[config.mk]
export PLATFORM = sky130hd
export DESIGN_NAME = ppsLayerSel
export DESIGN_NICKNAME = d
export VERILOG_FILES = /design/src/rtl/ppsLayerSelPkg.sv /design/src/rtl/ppsLayerSelDp.sv /design/src/rtl/ppsLayerSelCtl.sv /design/src/rtl/ppsLayerSel.sv
export SDC_FILE = /design/constraint.sdc
export NUM_CORES = 1
export LEC_CHECK = 0
export CAP_MARGIN = 25
export CORE_ASPECT_RATIO = 0.9
export CORE_MARGIN = 5
export CORE_UTILIZATION = 56
export CTS_BUF_LIST = sky130_fd_sc_hd__clkbuf_16
export DETAILED_ROUTE_END_ITERATION = 7
export GPL_ROUTABILITY_DRIVEN = 0
export PLACE_DENSITY = 0.88
export SLEW_MARGIN = 25
export SYNTH_ARGS = -nofsm -noshare
export SYNTH_HDL_FRONTEND = slang
export SYNTH_SLANG_ARGS = --single-unit
[constraint.sdc]
create_clock -name clk -period 3.1 [get_ports clk]
set_input_delay 0.775 -clock clk [delete_from_list [all_inputs] [get_ports clk]]
set_output_delay 0.775 -clock clk [all_outputs]
set_load 0.02 [all_outputs]
[src/rtl/ppsLayerSelPkg.sv]
package ppsLayerSelPkg;
  typedef struct packed {
    logic commit;   // a cell is assigned this slot
    logic clash;    // intersection was empty, fallback used
  } selStrobe_t;
endpackage

[src/rtl/ppsLayerSelDp.sv]
module ppsLayerSelDp #(
  parameter int K = 3,
  parameter int N = 4,
  parameter int W = 2,
  localparam int LW = (K > 1) ? $clog2(K) : 1,
  localparam int DW = (N > 1) ? $clog2(N) : 1,
  localparam int CW = $clog2(W + 1),
  localparam int HD = (W > 1) ? W - 1 : 1
) (
  input  logic                         clk,
  input  logic                         rstN,
  input  logic [DW-1:0]                arrDest,
  input  ppsLayerSelPkg::selStrobe_t   st,
  input  logic [LW-1:0]                pickLayer,
  output logic [K-1:0]                 freeMask,
  output logic [K-1:0]                 allowMask
);
  logic [CW-1:0] busyCnt [K];
  logic [LW-1:0] histLayer [N][HD];
  logic [HD-1:0] histVld [N];

  generate
    for (genvar l = 0; l < K; l++) begin : gLink
      assign freeMask[l] = (busyCnt[l] == '0);
      always_ff @(posedge clk) begin
        if (!rstN) busyCnt[l] <= '0;
        else if (st.commit && pickLayer == LW'(l)) busyCnt[l] <= CW'(W - 1);
        else if (busyCnt[l] != '0) busyCnt[l] <= busyCnt[l] - 1'b1;
      end
    end
  endgenerate

  always_comb begin
    allowMask = '1;
    for (int h = 0; h < HD; h++)
      if (histVld[arrDest][h]) allowMask[histLayer[arrDest][h]] = 1'b0;
  end

  generate
    for (genvar d = 0; d < N; d++) begin : gHist
      always_ff @(posedge clk) begin
        if (!rstN) begin
          histVld[d] <= '0;
          for (int h = 0; h < HD; h++) histLayer[d][h] <= '0;
        end else if (st.commit && arrDest == DW'(d)) begin
          histLayer[d][0] <= pickLayer;
          histVld[d][0]   <= 1'b1;
          for (int h = 1; h < HD; h++) begin
            histLayer[d][h] <= histLayer[d][h-1];
            histVld[d][h]   <= histVld[d][h-1];
          end
        end
      end
    end
  endgenerate
endmodule

[src/rtl/ppsLayerSelCtl.sv]
module ppsLayerSelCtl #(
  parameter int K = 3,
  localparam int LW = (K > 1) ? $clog2(K) : 1
) (
  input  logic                         clk,
  input  logic                         rstN,
  input  logic                         arrVld,
  input  logic [K-1:0]                 freeMask,
  input  logic [K-1:0]                 allowMask,
  output ppsLayerSelPkg::selStrobe_t   st,
  output logic [LW-1:0]                pickLayer,
  output logic                         selVld,
  output logic [LW-1:0]                selLayer,
  output logic                         conflict
);
  logic [K-1:0] inter;
  logic [K-1:0] candMask;

  assign inter    = freeMask & allowMask;
  assign candMask = (inter != '0) ? inter : freeMask;

  always_comb begin
    pickLayer = '0;
    for (int l = K - 1; l >= 0; l--)
      if (candMask[l]) pickLayer = LW'(l);
  end

  assign st.commit = arrVld;
  assign st.clash  = arrVld && (inter == '0);

  always_ff @(posedge clk) begin
    if (!rstN) begin
      selVld   <= 1'b0;
      selLayer <= '0;
      conflict <= 1'b0;
    end else begin
      selVld <= arrVld;
      if (arrVld) selLayer <= pickLayer;
      if (st.clash) conflict <= 1'b1;
    end
  end
endmodule

[src/rtl/ppsLayerSel.sv]
module ppsLayerSel #(
  parameter int K = 3,
  parameter int N = 4,
  parameter int W = 2,
  localparam int LW = (K > 1) ? $clog2(K) : 1,
  localparam int DW = (N > 1) ? $clog2(N) : 1
) (
  input  logic          clk,
  input  logic          rstN,
  input  logic          arrVld,
  input  logic [DW-1:0] arrDest,
  output logic          selVld,
  output logic [LW-1:0] selLayer,
  output logic          conflict
);
  ppsLayerSelPkg::selStrobe_t st;
  logic [LW-1:0] pickLayer;
  logic [K-1:0]  freeMask;
  logic [K-1:0]  allowMask;

  ppsLayerSelDp #(.K(K), .N(N), .W(W)) dp_i (
    .clk(clk), .rstN(rstN), .arrDest(arrDest), .st(st),
    .pickLayer(pickLayer), .freeMask(freeMask), .allowMask(allowMask)
  );

  ppsLayerSelCtl #(.K(K)) ctl_i (
    .clk(clk), .rstN(rstN), .arrVld(arrVld), .freeMask(freeMask),
    .allowMask(allowMask), .st(st), .pickLayer(pickLayer),
    .selVld(selVld), .selLayer(selLayer), .conflict(conflict)
  );
endmodule

== Word-level counts from Yosys, hierarchy flattened ==
Memories as Yosys holds them, arrays and structs flattened.
Cells that the tools add are included.

* Register bits after elaboration: 4
* Bits in writable memories: 18
* Input bits: 5
* Logic and storage cells: 106
* Memories: 3

{| class="wikitable"
|+ Memory list
! name !! depth !! width !! rd ports !! clocked after Yosys merged registers in !! wr ports !! line !! text
|-
| dp_i.histLayer || 4 || 2 || 1 || 0 || 4 || ppsLayerSelDp.sv:19 || <nowiki>logic [LW-1:0] histLayer [N][HD];</nowiki>
|-
| dp_i.busyCnt || 3 || 2 || 3 || 0 || 3 || ppsLayerSelDp.sv:18 || <nowiki>logic [CW-1:0] busyCnt [K];</nowiki>
|-
| dp_i.histVld || 4 || 1 || 1 || 0 || 4 || ppsLayerSelDp.sv:20 || <nowiki>logic [HD-1:0] histVld [N];</nowiki>
|}

* Add/subtract/negate cells: 3
* Magnitude comparators: 2
* Eq/ne operators: 5
* Mux-type cells: 55
* Bitwise gates (word level): 16
* Reduce and logical (&&, ||, !) cells: 19

{| class="wikitable"
|+ Operator list
! cell !! number
|-
| $mux 1 || 39
|-
| $mux 2 || 13
|-
| $or 1x1->1 || 14
|-
| $logic_not 2->1 || 5
|-
| $logic_and 1x1->1 || 9
|-
| $eq 2x2->1 const B || 3
|-
| $mux 3 || 2
|-
| $reduce_bool 2->1 || 3
|-
| $sub 2x1->2 const B || 3
|-
| $eq 2x1->1 const B || 2
|-
| $and 3x3->3 || 1
|-
| $logic_not 3->1 || 1
|-
| $lt 2x3->1 const B || 1
|-
| $not 3->3 || 1
|-
| $reduce_bool 3->1 || 1
|-
| $demux 1 s2 || 1
|-
| $ge 2x1->1 const B || 1
|}

== Longest topological paths before layout ==
Gate-level depths: netlist of run 1.
An unclocked memory read counts as a cell.

* Depth in word-level cells: 20
* Depth in mapped cells: 8

== Modules after synthesis ==
From an unflattened synthesis of run 1, not the netlist that was laid out.

* Cell total of the unflattened synthesis: 96
* Area, all modules: 1154.9 µm²

{| class="wikitable"
|+ Modules (own cells, without submodules)
! module !! instances !! cells each !! area each (µm²) !! sequential area each (µm²)
|-
| ppsLayerSelDp || 1 || 71 || 949.7 || 530.5
|-
| ppsLayerSelCtl || 1 || 25 || 205.2 || 80.1
|}

== Worst setup path after synthesis of run 1 ==
Ideal clock, no wire load.

* Kind: input port to flip-flop
* From: input port arrDest[0]
* To: memory dp_i.busyCnt[0][0] (netlist name), enable pin
* Library setup time: 293 ps
* Data arrival time: 2173 ps
* Path slack: 633 ps
* Stages on the path: 7
* Buffers on the path: 2
* Cells stage by stage: buf_6 -> mux4_2 -> mux2i_1 -> a31oi_1 -> nand2b_1 -> buf_6 -> a31o_2

{| class="wikitable"
|+ RTL lines
! element !! line !! text
|-
| start: declaration || ppsLayerSel.sv:11 || <nowiki>input logic [DW-1:0] arrDest,</nowiki>
|-
| end: declaration || ppsLayerSelDp.sv:18 ||
|}

==> qor.csv, run 1 <==
metric;value;unit
critical_path_required;3070;ps
final_area;1390;sq um
leakagePower;0.575;nW
grt_pass1_vias;913;
cts_hold_buf;0;
hold_viol;0;
hp-class;reg -> reg;
vias;893;
regArea;611;sq um
start_util;60.4;%
final_nets;126;
gr-total-overflow;0;
synth_fp_nets;112;
htreeDepth;1;
fmax;0.349;GHz
cts-resized-gates;0;
relSlewSlack;63.2;%
ys_seq_area_share;51.3;%
dp_hpwl;1930;um
yosys-top-cells-area;edfxtp_1, dfxtp_1, inv_1;
synth_area;1190;sq um
met1_usage;21.9;%
fin_crit;2860;ps
synthToLayoutAreaGrowth;16.8;%
clkLatencyLatePin;260;ps
maxCapViolCount;0;
drt-wirelength-per-cell;19.6;um
route.detailed.drc;0;
cts_tree;yes;
placed_cell_area;1310;sq um
hp-start;ctl_i.conflict;
ios;9;
antenna_cells;0;
cp.arrival;2840;ps
timing.rr.start;dp_i.histLayer[0][0];
yosys.area.top_type_share;42.9;%
finalSetupViolations;0;
reg2reg_depth;5;
crit_fanout;7;
min_to;ctl_i.conflict;
die_x;58.6;um
clk_pin_slew;50;ps
fin_crit_sh;92.4;%
grt_pass1_wl;4450;um
synth_edf_count;17;
final_cell_mix;edfxtp_1, inv_1, nor2_1;
critPathCaptureType;flop;
cts_buffers;3;
ant_nets;0;
antenna_found_initial;0;
critPathLaunchType;primary input;
ys_ff_latch;22;
yosys.area.top_type;edfxtp_1;
yosys_warnings;0;
track_usage;20.2;%
reg2reg_slack;970;ps
die_area;3150;sq um
grt_max_degree;17;
ir_drop;0.590;mV
crit_type;in -> reg;
layout_commonest_cell;edfxtp_1;
cts.sinks;22;
core_region_area;1970;sq um
tns;0;ps
busiest_layer;met2;
ys.flop_type;edfxtp_1;
port_buffers;8;
n_fill_cell;139;
netlist_instances;104;
place_ws;11.2;ps
r2r_end;dp_i.busyCnt[0][1];
clockBufferDepth;2;
syn_area_per_cell;11.4;sq um
async_reset_ff_share;0;%
via_per_inst;6.29;
fin_ws;237;ps
first_pass_iters;4;
finalClockSkew;4.11;ps
rsz0062_at_grt;false;
cts-root-buf;clkbuf_16;
wirelength;2790;um
rows;15;
synth_cell_types;37;
powerDensity;793;nW/um^2
worst_pin_slew;546;ps
cts_setup_buffers;0;
grtUsageMet2;36.8;%
drive_above_1_share;16.2;%
met3_usage;5.52;%
drt-initial-drc-count;45;
multi_input_comb_area;492;sq um
drv_slew;0;
hold_depth;1;
fp.dieH;53.7;um
outcome;completed;
## cells in the mapped netlist (2+ instances only)
| cell | count |
|---|---|
| a31o_2 | 2 |
| buf_6 | 2 |
| clkbuf_1 | 2 |
| dfxtp_1 | 5 |
| edfxtp_1 | 17 |
| ha_1 | 3 |
| inv_1 | 12 |
| mux2_2 | 2 |
| mux2i_1 | 3 |
| mux4_2 | 2 |
| nand2_1 | 6 |
| nand2b_1 | 5 |
| nand3_1 | 4 |
| nor2_1 | 10 |
| nor3_1 | 2 |
| o21ai_0 | 5 |
| o22ai_1 | 2 |
## through the flow
step	cells	util, %	hold WS (ps)	total power [mW]
2_1_floorplan	104	-	449	0.708
3_3_place_gp	138	66.5	471	0.798
3_5_place_dp	138	66.5	469	0.816
4_1_cts	142	70.5	487	1.10
5_1_grt	142	70.5	515	1.16
6_report	142	70.5	478	1.10
## power breakdown
part	leakage (nW)	internal (mW)	switching, mW
Sequential	0.221	0.389	0.0253
Clock	0.0423	0.172	0.101
Combinational	0.312	0.183	0.231
## critical path: stages
cell and delay, ps:
clkdlybuf4s50_1 560, mux4_2 580, mux2i_1 150, a31oi_1 220
nand2b_1 310, a31o_2 240
## cell families after synthesis
group / synth area share (%)
AOI/OAI and AO/OA: 12.4
adders and majority gates: 3.15
muxes: 10.4
buffers and inverters: 7.36
and+or+nand+nor: 15.4
DFF: 51.3
## area by class of cell
cell class                 count  area share, %
timing repair buffer          15           9.54
sequential                    22           43.9
inverter                      12           3.24
tap                           25           2.25
clock buffer                   3           5.40
multi-input combinational     64           35.4
clock inverter                 1          0.270
## routing by layer
layer / wire length (um) / vias to the layer above / part of all wire (%)
li1: - / 404 / -
met1: 1060 / 435 / 38
met2: 1410 / 44 / 51
met3: 239 / 10 / 8.6
met4: 69 / 0 / 2.5
met5: 0 / - / 0
## flip-flops by register name, summed over array words and instances (netlist names)
register,count
dp_i.histLayer,8
dp_i.busyCnt,6
dp_i.histVld,4
ctl_i.selLayer,2
ctl_i.conflict,1
ctl_i.selVld,1
## how the worst max path moves through the flow
stage                              end  cells after the start       start  slack [ps]
floorplan           dp_i.busyCnt[0][0]                      7  arrDest[0]         630
global placement    dp_i.busyCnt[0][0]                      6  arrDest[0]         110
detailed placement  dp_i.busyCnt[0][0]                      6  arrDest[0]          10
CTS                 dp_i.busyCnt[0][0]                      6  arrDest[0]         260
global route        dp_i.busyCnt[0][0]                      6  arrDest[0]         170
finish              dp_i.busyCnt[0][1]                      6  arrDest[0]         240
Power figures use the tool's default switching activity.
==> run 2: changes to the inputs <==
--- a/config.mk
+++ b/config.mk
@@ -10,6 +10,7 @@
 export CORE_MARGIN = 5
 export CORE_UTILIZATION = 56
 export CTS_BUF_LIST = sky130_fd_sc_hd__clkbuf_16
+export CTS_CLUSTER_SIZE = 8
 export DETAILED_ROUTE_END_ITERATION = 7
 export GPL_ROUTABILITY_DRIVEN = 0
 export PLACE_DENSITY = 0.88
==> results of run 2 <==
No change in the layout: final DEF, timing and power equal those of run 1.
